### config.mk
export PLATFORM = sky130hd
export DESIGN_NAME = rail_pwr_seq
export DESIGN_NICKNAME = d
export VERILOG_FILES = /design/src/rtl/rps_pkg.sv /design/src/rtl/rps_sync2.sv /design/src/rtl/rps_tick_timer.sv /design/src/rtl/rps_pin_drive.sv /design/src/rtl/rail_pwr_seq.sv
export SDC_FILE = /design/constraint.sdc
export NUM_CORES = 1
export LEC_CHECK = 0
export ABC_AREA = 1
export BUFFER_PORTS_ARGS = -buffer_cell sky130_fd_sc_hd__buf_2
export CELL_PAD_IN_SITES_DETAIL_PLACEMENT = 2
export CELL_PAD_IN_SITES_GLOBAL_PLACEMENT = 2
export CORE_MARGIN = 2
export CORE_UTILIZATION = 31
export DETAILED_ROUTE_END_ITERATION = 16
export GPL_TIMING_DRIVEN = 1
export PLACE_DENSITY_LB_ADDON = 0.05
export SLEW_MARGIN = 20
export SYNTH_ARGS = -nofsm -noshare
export SYNTH_HDL_FRONTEND = slang
export SYNTH_SLANG_ARGS = --single-unit
### constraint.sdc
create_clock -name clk -period 1.6 [get_ports clk]
set_input_delay 0.32 -clock clk [delete_from_list [all_inputs] [get_ports clk]]
set_output_delay 0.32 -clock clk [all_outputs]
set_load 0.1 [all_outputs]
### src/rtl/rps_pkg.sv
package rps_pkg;

    typedef enum logic [3:0] {
        S_OFF     = 4'd0,
        S_UP_EN   = 4'd1,
        S_UP_WAIT = 4'd2,
        S_UP_HOLD = 4'd3,
        S_ON      = 4'd4,
        S_DN_RST  = 4'd5,
        S_DN_EN   = 4'd6,
        S_DN_WAIT = 4'd7
    } seq_state_e;

    function automatic int max3(input int a, input int b, input int c);
        int m;
        m = (a > b) ? a : b;
        return (m > c) ? m : c;
    endfunction

endpackage

### src/rtl/rps_sync2.sv
module rps_sync2 #(
    parameter int W = 5
) (
    input  logic         clk,
    input  logic         rst_n,
    input  logic [W-1:0] din,
    output logic [W-1:0] dout
);
    logic [W-1:0] meta_q;
    logic [W-1:0] sync_q;

    always_ff @(posedge clk or negedge rst_n) begin
        if (!rst_n) begin
            meta_q <= '0;
            sync_q <= '0;
        end else begin
            meta_q <= din;
            sync_q <= meta_q;
        end
    end

    assign dout = sync_q;
endmodule

### src/rtl/rps_tick_timer.sv
module rps_tick_timer #(
    parameter int CW = 6
) (
    input  logic          clk,
    input  logic          rst_n,
    input  logic          clr,
    input  logic          tick,
    output logic [CW-1:0] count
);
    logic [CW-1:0] cnt_d;
    logic [CW-1:0] cnt_q;

    always_comb begin
        cnt_d = cnt_q;
        if (clr) begin
            cnt_d = '0;
        end else if (tick && (cnt_q != {CW{1'b1}})) begin
            cnt_d = cnt_q + 1'b1;
        end
    end

    always_ff @(posedge clk or negedge rst_n) begin
        if (!rst_n) cnt_q <= '0;
        else        cnt_q <= cnt_d;
    end

    assign count = cnt_q;
endmodule

### src/rtl/rps_pin_drive.sv
module rps_pin_drive #(
    parameter int          N    = 5,
    parameter logic [N-1:0] INV = '0
) (
    input  logic [N-1:0] on_l,
    output logic [N-1:0] pin
);
    for (genvar i = 0; i < N; i++) begin : g_pin
        if (INV[i]) begin : g_inv
            assign pin[i] = ~on_l[i];
        end else begin : g_true
            assign pin[i] = on_l[i];
        end
    end
endmodule

### src/rtl/rail_pwr_seq.sv
module rail_pwr_seq
    import rps_pkg::*;
#(
    parameter int                 N_RAILS       = 5,
    parameter logic [N_RAILS-1:0] ACTLOW_MASK   = 5'b00100,
    parameter int                 TIMEOUT_TICKS = 20,
    parameter int                 RST_DLY_TICKS = 5,
    parameter int                 GOOD_DLY_TICKS = 1
) (
    input  logic               clk,
    input  logic               rst_n,
    input  logic               tick_ms,
    input  logic               req_on,
    input  logic               req_off,
    input  logic [N_RAILS-1:0] pgood_in,
    output logic [N_RAILS-1:0] rail_en,
    output logic               all_good,
    output logic               periph_rst_n,
    output logic               st_on,
    output logic               st_off,
    output logic               st_busy,
    output logic [N_RAILS-1:0] fault_rail
);
    localparam int IW     = (N_RAILS > 1) ? $clog2(N_RAILS) : 1;
    localparam int MAXLIM = max3(TIMEOUT_TICKS, RST_DLY_TICKS, GOOD_DLY_TICKS);
    localparam int CW     = $clog2(MAXLIM + 1) + 1;
    localparam logic [IW-1:0] LAST = IW'(N_RAILS - 1);

    typedef struct packed {
        seq_state_e         st;
        logic [IW-1:0]      idx;
        logic [N_RAILS-1:0] on;
        logic               good;
        logic               prst_n;
        logic [N_RAILS-1:0] fault;
    } regs_t;

    regs_t              r_d;
    regs_t              r_q;
    logic               tmr_clr;
    logic [CW-1:0]      tmr_cnt;
    logic [N_RAILS-1:0] pg_s;
    logic               t_out;
    logic               t_rst;
    logic               t_good;

    rps_sync2 #(.W(N_RAILS)) i_sync (
        .clk  (clk),
        .rst_n(rst_n),
        .din  (pgood_in),
        .dout (pg_s)
    );

    rps_tick_timer #(.CW(CW)) i_timer (
        .clk  (clk),
        .rst_n(rst_n),
        .clr  (tmr_clr),
        .tick (tick_ms),
        .count(tmr_cnt)
    );

    rps_pin_drive #(.N(N_RAILS), .INV(ACTLOW_MASK)) i_pins (
        .on_l(r_q.on),
        .pin (rail_en)
    );

    assign t_out  = (tmr_cnt >= CW'(TIMEOUT_TICKS));
    assign t_rst  = (tmr_cnt >= CW'(RST_DLY_TICKS));
    assign t_good = (tmr_cnt >= CW'(GOOD_DLY_TICKS));

    always_comb begin
        r_d     = r_q;
        tmr_clr = 1'b0;
        case (r_q.st)
            S_OFF: begin
                if (req_on) begin
                    r_d.prst_n = 1'b0;
                    r_d.idx    = '0;
                    r_d.st     = S_UP_EN;
                end
            end
            S_UP_EN: begin
                r_d.on[r_q.idx] = 1'b1;
                tmr_clr         = 1'b1;
                r_d.st          = S_UP_WAIT;
            end
            S_UP_WAIT: begin
                if (pg_s[r_q.idx]) begin
                    tmr_clr = 1'b1;
                    if (r_q.idx == LAST) begin
                        r_d.good = 1'b1;
                        r_d.st   = S_UP_HOLD;
                    end else begin
                        r_d.idx = r_q.idx + 1'b1;
                        r_d.st  = S_UP_EN;
                    end
                end else if (t_out) begin
                    r_d.fault[r_q.idx] = 1'b1;
                    tmr_clr            = 1'b1;
                    r_d.st             = S_DN_RST;
                end
            end
            S_UP_HOLD: begin
                if (t_good) begin
                    r_d.prst_n = 1'b1;
                    r_d.fault  = '0;
                    r_d.st     = S_ON;
                end
            end
            S_ON: begin
                if (req_off) begin
                    r_d.prst_n = 1'b0;
                    tmr_clr    = 1'b1;
                    r_d.st     = S_DN_RST;
                end
            end
            S_DN_RST: begin
                if (t_rst) begin
                    r_d.good = 1'b0;
                    r_d.idx  = LAST;
                    r_d.st   = S_DN_EN;
                end
            end
            S_DN_EN: begin
                r_d.on[r_q.idx] = 1'b0;
                tmr_clr         = 1'b1;
                r_d.st          = S_DN_WAIT;
            end
            S_DN_WAIT: begin
                if (!pg_s[r_q.idx] || t_out) begin
                    if (pg_s[r_q.idx]) begin
                        r_d.fault[r_q.idx] = 1'b1;
                    end
                    if (r_q.idx == '0) begin
                        r_d.st = S_OFF;
                    end else begin
                        r_d.idx = r_q.idx - 1'b1;
                        r_d.st  = S_DN_EN;
                    end
                end
            end
            default: begin
                r_d.st = S_OFF;
            end
        endcase
    end

    always_ff @(posedge clk or negedge rst_n) begin
        if (!rst_n) begin
            r_q.st     <= S_OFF;
            r_q.idx    <= '0;
            r_q.on     <= '0;
            r_q.good   <= 1'b0;
            r_q.prst_n <= 1'b0;
            r_q.fault  <= '0;
        end else begin
            r_q <= r_d;
        end
    end

    assign all_good     = r_q.good;
    assign periph_rst_n = r_q.prst_n;
    assign st_on        = (r_q.st == S_ON);
    assign st_off       = (r_q.st == S_OFF);
    assign st_busy      = !st_on && !st_off;
    assign fault_rail   = r_q.fault;
endmodule

* Yosys cells after proc, flatten, opt, wreduce, memory -nomap -nowiden
Cells that the tools add are included.
Storage, ports and cells: register bits after elaboration 35, bits of input ports 10, output and inout bits 15, word-level logic and storage cells 103
Operators by class: add/subtract/negate cells 3, $lt $le $gt $ge 5, eq/ne operators 22, muxes and demuxes 38, bitwise gates (word level) 5, reductions and logical operators 21
Operator list (number):
- $pmux W4 S8 | 1
- $ne A2 B2 Y1 const B | 12
- $mux W7 | 3
- $mux W5 | 4
- $mux W6 | 3
- $eq A4 B3 Y1 const B | 4
- $mux W4 | 4
- $pmux W5 S3 | 1
- $mux W3 | 4
- $pmux W3 S4 | 1
- $reduce_and A6 Y1 | 2
- $mux W1 | 10
- $or A5 B5 Y5 | 2
- $pmux W5 S2 | 1
- $eq A4 B2 Y1 const B | 2
- $reduce_and A4 Y1 | 2
- $reduce_and A7 Y1 | 1
- $add A6 B1 Y6 const B | 1
- $ge A6 B1 Y1 const B | 1
- $ge A6 B3 Y1 const B | 1
- $ge A6 B5 Y1 const B | 1
- $ne A6 B6 Y1 const B | 1
- $pmux W1 S3 | 2
- $reduce_bool A2 Y1 | 3
- other kinds (22) | 27

* Logic depth before layout (Yosys ltp)
Gate-level depths: netlist of run 1.
depth after elaboration 8, gate-level depth with buffers 10, gate-level depth less buffers 10

* Modules after synthesis
Synthesis of run 1 repeated with hierarchy kept, for this count alone.
Unflattened totals: cell total of the unflattened synthesis 263, area total of the unflattened synthesis 2048.2 µm²
Modules (own cells, without submodules):
- rail_pwr_seq | times used 1, cells each 196, area each 1377.6 µm², seq. area each 450.4 µm²
- rps_tick_timer | times used 1, cells each 52, area each 386.6 µm², seq. area each 150.1 µm²
- rps_sync2 | times used 1, cells each 10, area each 250.2 µm², seq. area each 250.2 µm²
- rps_pin_drive | times used 1, cells each 5, area each 33.8 µm², seq. area each 0.0 µm²

* Worst setup path after synthesis of run 1
OpenSTA, ideal clock, no wires.
path kind register to output, from reg r_q[15] (netlist bit), to out st_off, data arrival time 2.463 ns, required time 1.280 ns, slack -1.183 ns, stages on the path, launching flop included 4, path buffers 0, cells stage by stage dfrtp_1 nor2_2 inv_1 nor2_1
On the way: cells in the longest elaborated chain, start to end 1
Ends and longest elaborated chain:
- start, declared | RTL line rail_pwr_seq.sv:39 | regs_t r_q;
- start signal, assigned | RTL line rail_pwr_seq.sv:157 | r_q <= r_d;
- $logic_not A4 Y1 | RTL line rail_pwr_seq.sv:164 | assign st_off = (r_q.st == S_OFF);
- end, declared | RTL line rail_pwr_seq.sv:20 | output logic st_off,
Every way passes these cells.

* Final worst setup path of run 1
from reg r_q[16] (netlist bit), to out st_off
Same word-level chain as after synthesis.

==> impl_metrics.toml, run 1 <==
[run_status]
status = "finished, violations left"
violations = "negative setup slack"

[route]
drc_errors = 0
routed_wl_um = 6210
antenna_left = 0
drt-initial-drc-count = 27
vias = 1809
dr.pass1.iters = 3
wl_per_cell_um = 16.43
wl_met2_um = 3267
dr_wl_met3_um = 163
top_layer_used = "met4"
wl_met1_um = 2691
vias_per_cell = 4.786

[sta]
finalMaxSlewViolations = 0
setup_viol = 12
period_minus_slack_ns = 1.704
rsz0062_at_grt = "true"
hold_viol = 0
max_freq_mhz = 587.0
worst_slack_ns = -0.1036
fin_crit_sh_pct = 106.5
worst_pin_slew_ns = 0.4920
fin_setup_tns_ns = -0.3703
skew_ns = 0.01068
slew_headroom_pct = 67.43

[floorplan]
fp.dieW_um = 82.97
core_um2 = 5991
die_h_um = 82.97
io_pins = 25
num_rows = 28
dieArea_um2 = 6883
start_util_pct = 32.27

[synthesis]
ys_seq_area_share_pct = 44.01
yosys.cell_types.count = 27
ys_ff_latch = 34
netlist_area_um2 = 1933
yosys_warnings = 0
avgSynthCellArea_um2 = 8.191
syn_nets = 252
syn_inst = 236

[place]
dp.cells = 352
io_buffers = 24
gp_congestion = 0.7438
dpl.hpwl_um = 4469

[hold_path]
min_from = "pgood_in[1]"
hold_path_depth = 1
min_to = "i_sync.meta_q[1]"
hold_class = "in2reg"

[cts]
cts_buffers = 5
clockBufferDepth = 2
cts_root_buf = "clkbuf_8"
cts_tree = "done"
clk_pin_slew_ns = 0.09
clock-sinks = 34
htree_levels = 2
clk-insertion-delay-late_ns = 0.30

[setup_path]
critPathRequiredTime_ns = 1.28
r2r-start = "r_q[15]"
crit_path_cell_trace = "buf_6 -> nor2_4 -> inv_2 -> nor2_4 -> buf_12"
crit_top_cell = "nor2_4"
crit_slowest_cell = "dfrtp_2"
cp_data_arrival_time_ns = 1.38
critPathLaunchType = "register"
r2r_setup_slack_ns = -0.06
reg2reg_depth = 7
r2r-end = "r_q[14]"
cp_slowest_stage_delay_ns = 0.45
worstPathMaxFanout = 4
end_kind = "output pin"
critPathKind = "reg2out"

[global_route]
antenna_found_initial = 0
grt.overflow.total = 0
grt_max_degree = 20
grt_pass1_vias = 2083
grt_usage_pct = 18.81
grt_pass1_wl_um = 10400

[power]
leakage_nw = 1.354
p_per_area_nw_per_um2 = 2322
ir_drop_v = 0.001313

[final_layout]
drive_gt1_share_pct = 45.87
final_cells = 378
antennaDiodeCount = 0
final_nets = 318
areaGrowthSynthToFinish_pct = 44.40

[job]
maxCapViolCount = 0
## final cells by class
class / count / area (µm²)
clock inverters: 3 / 45.04
clock buffers: 5 / 68.82
multi-input cells: 155 / 1037
fillers: 657 / 3199
repair buffers: 69 / 544.3
inverters: 37 / 147.6
flip-flops and latches: 34 / 854.6
well taps: 75 / 93.84
## how the worst max path moves through the flow
stage | slack [ns] | from | endpoint
2_1_floorplan | -0.43 | r_q[15] | st_off
3_3_place_gp | -0.03 | i_timer.count[0] | fault_rail[1]
3_5_place_dp | -0.08 | r_q[17] | r_q[14]
4_1_cts | -0.1 | r_q[16] | st_off
5_1_grt | -0.16 | r_q[17] | r_q[14]
6_report | -0.10 | r_q[16] | st_off
## timing repair
item	in CTS	in global routing
setup buffers	10	7
hold buffers	1	0
setup endpoints to repair	16	22
gates resized for setup	34	25
hold endpoints to repair	15	0
pin swaps	20	7
## where the power goes
part           total, W  internal (W)  switching (W)
Combinational   0.00437       0.00144        0.00293
Clock          0.000826      0.000464       0.000362
Sequential      0.00128       0.00109       0.000189
Total           0.00648       0.00300        0.00348
## routing by layer
metal	track usage, %	vias to the layer above
li1	-	877
met1	22.63	894
met2	34.46	28
met3	3.877	10
met4	4.024	0
met5	0	-
## through the flow
stage / power (W) / setup slack, ns / hold slack [ns] / instance area (µm²) / util (%)
2_1_floorplan: 0.003960 / -0.4269 / 0.02441 / 1961 / -
3_3_place_gp: 0.004872 / -0.03038 / 0.2847 / 2356 / 39.33
3_5_place_dp: 0.004974 / -0.08158 / 0.2839 / 2356 / 39.33
4_1_cts: 0.006234 / -0.09707 / 0.1252 / 2664 / 44.47
5_1_grt: 0.006907 / -0.1612 / 0.1187 / 2791 / 46.60
6_report: 0.006480 / -0.1036 / 0.1339 / 2791 / 46.60
## cells in the final DEF (no fill, tap or decap), types with 2 or more instances in the layout
| master | n |
|---|---|
| buf_4 | 36 |
| nand2_1 | 31 |
| dfrtp_1 | 31 |
| inv_1 | 26 |
| buf_2 | 21 |
| nor2_1 | 17 |
| nand2_2 | 13 |
| nand4_1 | 12 |
| o21ai_0 | 11 |
| nor2_4 | 9 |
| inv_2 | 8 |
| o21ai_1 | 8 |
| nand3_1 | 7 |
| buf_6 | 7 |
| nor2_2 | 6 |
| a21oi_1 | 6 |
| xor2_1 | 6 |
| nand2_4 | 5 |
| clkbuf_8 | 5 |
| buf_12 | 4 |
| clkinvlp_4 | 3 |
| nand3_2 | 3 |
| nand3_4 | 3 |
| a21oi_2 | 3 |
| ha_1 | 3 |
| dfrtp_2 | 3 |
| nor3_1 | 2 |
| o21ai_2 | 2 |
## synthesized netlist by cell type (all sizes together)
cell    number  area (µm²)
nand2       49       198.9
inv         36       135.1
dfrtp       34       850.8
nor2        32       157.7
o21ai       21       105.1
nand3       13       100.1
nand4       12       75.07
buf         10       72.56
a21oi        9       45.04
xor2         6       52.55
ha           5       62.56
nor3         4       31.28
clkinv       1       3.750
fa           1       20.02
o31ai        1       7.510
or2          1       6.260
xnor2        1       8.760
## cell families after synthesis
logic type | after synthesis | synth area share, %
xor gates and xnor gates | 7 | 3.172
adders and majority gates | 6 | 4.272
AOI/OAI and AO/OA | 31 | 8.155
and+or+nand+nor | 111 | 29.45
DFF | 34 | 44.01
buffers and inverters | 47 | 10.94
## worst max-delay path: cells and delay by family (launching register included)
kind	cells	cell delay (ns)
buf+inv	3	0.40
flops	1	0.45
simple gates	2	0.23
Power figures use the tool's default switching activity.
==> run 2: changes to the inputs <==
--- a/config.mk
+++ b/config.mk
@@ -14,6 +14,7 @@
 export DETAILED_ROUTE_END_ITERATION = 16
 export GPL_TIMING_DRIVEN = 1
 export PLACE_DENSITY_LB_ADDON = 0.05
+export RECOVER_POWER = 100
 export SLEW_MARGIN = 20
 export SYNTH_ARGS = -nofsm -noshare
 export SYNTH_HDL_FRONTEND = slang
==> run 2 against run 1 <==
  * The run still ends with negative setup slack left
  * Critical path depth stayed put
  * Clock skew hardly changed
  * Global-route usage stayed put
  * Via count stayed put
  * Register-to-register slack hardly changed
  * Total power hardly changed
  * Count of clock-buffer cells in the layout stayed put
  * Worst setup slack hardly changed
  * Hold slack stayed put
  * Clock power hardly changed
  * Critical endpoint unchanged
  * Highest routed layer unchanged
==> impl_metrics.toml, run 2 (synthesis results as in run 1) <==
[cts]
cts_buffers = 5
cts_root_buf = "clkbuf_8"
clk-insertion-delay-late_ns = 0.30
clock-sinks = 34
clk_pin_slew_ns = 0.09
cts_tree = "done"
clockBufferDepth = 2
htree_levels = 2

[route]
wl_met1_um = 2687
dr.pass1.iters = 3
drc_errors = 0
vias_per_cell = 4.786
vias = 1809
top_layer_used = "met4"
routed_wl_um = 6209
antenna_left = 0
dr_wl_met3_um = 166
wl_per_cell_um = 16.43
wl_met2_um = 3268
drt-initial-drc-count = 25

[place]
gp_congestion = 0.7438
io_buffers = 24
dp_slack_ns = -0.08158
dpl.hpwl_um = 4469

[power]
clkPwrFrac_pct = 12.8
p_int_w = 0.002991
combPwrFrac_pct = 67.4
ir_drop_v = 0.001313
swShare_pct = 53.82
p_sw_w = 0.003485
p_per_area_nw_per_um2 = 2331
p_seq_share_pct = 19.8
leakage_nw = 1.345

[global_route]
grt.overflow.total = 0
grt_pass1_wl_um = 10400
antenna_found_initial = 0
grt_usage_pct = 18.81
grt_pass1_vias = 2083
grt_max_degree = 20

[run_status]
status = "finished, violations left"
violations = "negative setup slack"

[sta]
worst_pin_slew_ns = 0.9776
fin_setup_tns_ns = -0.3663
timing.hold.ws_ns = 0.1339
setup_viol = 12
slew_headroom_pct = 34.83
period_minus_slack_ns = 1.704
rsz0062_at_grt = "true"
fin_crit_sh_pct = 106.5
finalMaxSlewViolations = 0
worst_slack_ns = -0.1035
skew_ns = 0.01065
max_freq_mhz = 587.0
hold_viol = 0

[setup_path]
critPathKind = "reg2out"
end_kind = "output pin"
worstPathMaxFanout = 4
critPathRequiredTime_ns = 1.28
cp_data_arrival_time_ns = 1.38
critPathLaunchType = "register"

[hold_path]
hold_class = "in2reg"

[final_layout]
fill_cells = 659
register_area_um2 = 854.6
final_cell_mix = "buf_4 (37), nand2_1 (31), dfrtp_1 (31)"
areaGrowthSynthToFinish_pct = 43.69
drive_gt1_share_pct = 45.54
final_nets = 318
antennaDiodeCount = 0
multiInputGateArea_um2 = 1037
final_common_cell = "buf_4"

[floorplan]
start_util_pct = 32.27
core_um2 = 5991
io_pins = 25
num_rows = 28
fp.dieW_um = 82.97
dieArea_um2 = 6883
die_h_um = 82.97

[job]
maxCapViolCount = 0
==> run 2: power by group through the flow <==
stage / logic, W / registers [W] / clock network, W
floorplan: 0.00254 / 0.00142 / 0
global placement: 0.00359 / 0.00128 / 0
detailed placement: 0.00367 / 0.00130 / 0
CTS: 0.00411 / 0.00129 / 0.000839
global route: 0.00469 / 0.00132 / 0.000886
finish: 0.00437 / 0.00128 / 0.000826
==> run 2: what timing repair did <==
action	CTS	global route
pin swaps	20	7
endpoints found under the hold margin	15	0
hold buffers	1	0
gates resized for setup	34	25
cloned	0	0
buffers inserted	10	7
endpoints found under the setup margin	16	22
==> run 2: critical path: stages (launching register included) <==
cell and delay [ns]:
dfrtp_2 0.45, buf_6 0.13, nor2_4 0.12, inv_2 0.09, nor2_4 0.11, buf_12 0.18
==> run 2: final cells by class <==
cell class	count	share of cell area, %
inverter	37	5.315
clock buffer	5	2.477
clock inverter	3	1.622
timing repair buffer	69	19.10
tap	75	3.378
sequential	34	30.77
multi-input combinational	155	37.34
==> run 2: stage by stage <==
stage	cells	total power [W]	util [%]	instance area [µm²]
after CTS	371	0.006234	44.47	2664
after global placement	352	0.004872	39.33	2356
final	378	0.006476	46.37	2778
after global routing	378	0.006902	46.37	2778
after detailed placement	352	0.004974	39.33	2356
after floorplan	236	0.003960	-	1961
==> run 2: routing by layer <==
metal / up-vias / GRT usage, %
li1: 877 / -
met1: 894 / 22.63
met2: 28 / 34.46
met3: 10 / 3.877
met4: 0 / 4.024
met5: - / 0
==> run 2: path summary, 6_finish.rpt <==
| path | cells after the start | endpoint | from | slack [ns] |
|---|---|---|---|---|
| max | 5 | st_off | r_q[16] | -0.10 |
| min | 1 | i_sync.meta_q[1] | pgood_in[1] | 0.13 |
| max reg2reg | 7 | r_q[14] | r_q[15] | -0.06 |
| min reg2reg | 0 | i_sync.dout[4] | i_sync.meta_q[4] | 0.36 |
| max in group asynchronous | 3 | r_q[13] | rst_n | 0.04 |
| min in group asynchronous | 2 | async pin | rst_n | 0.69 |
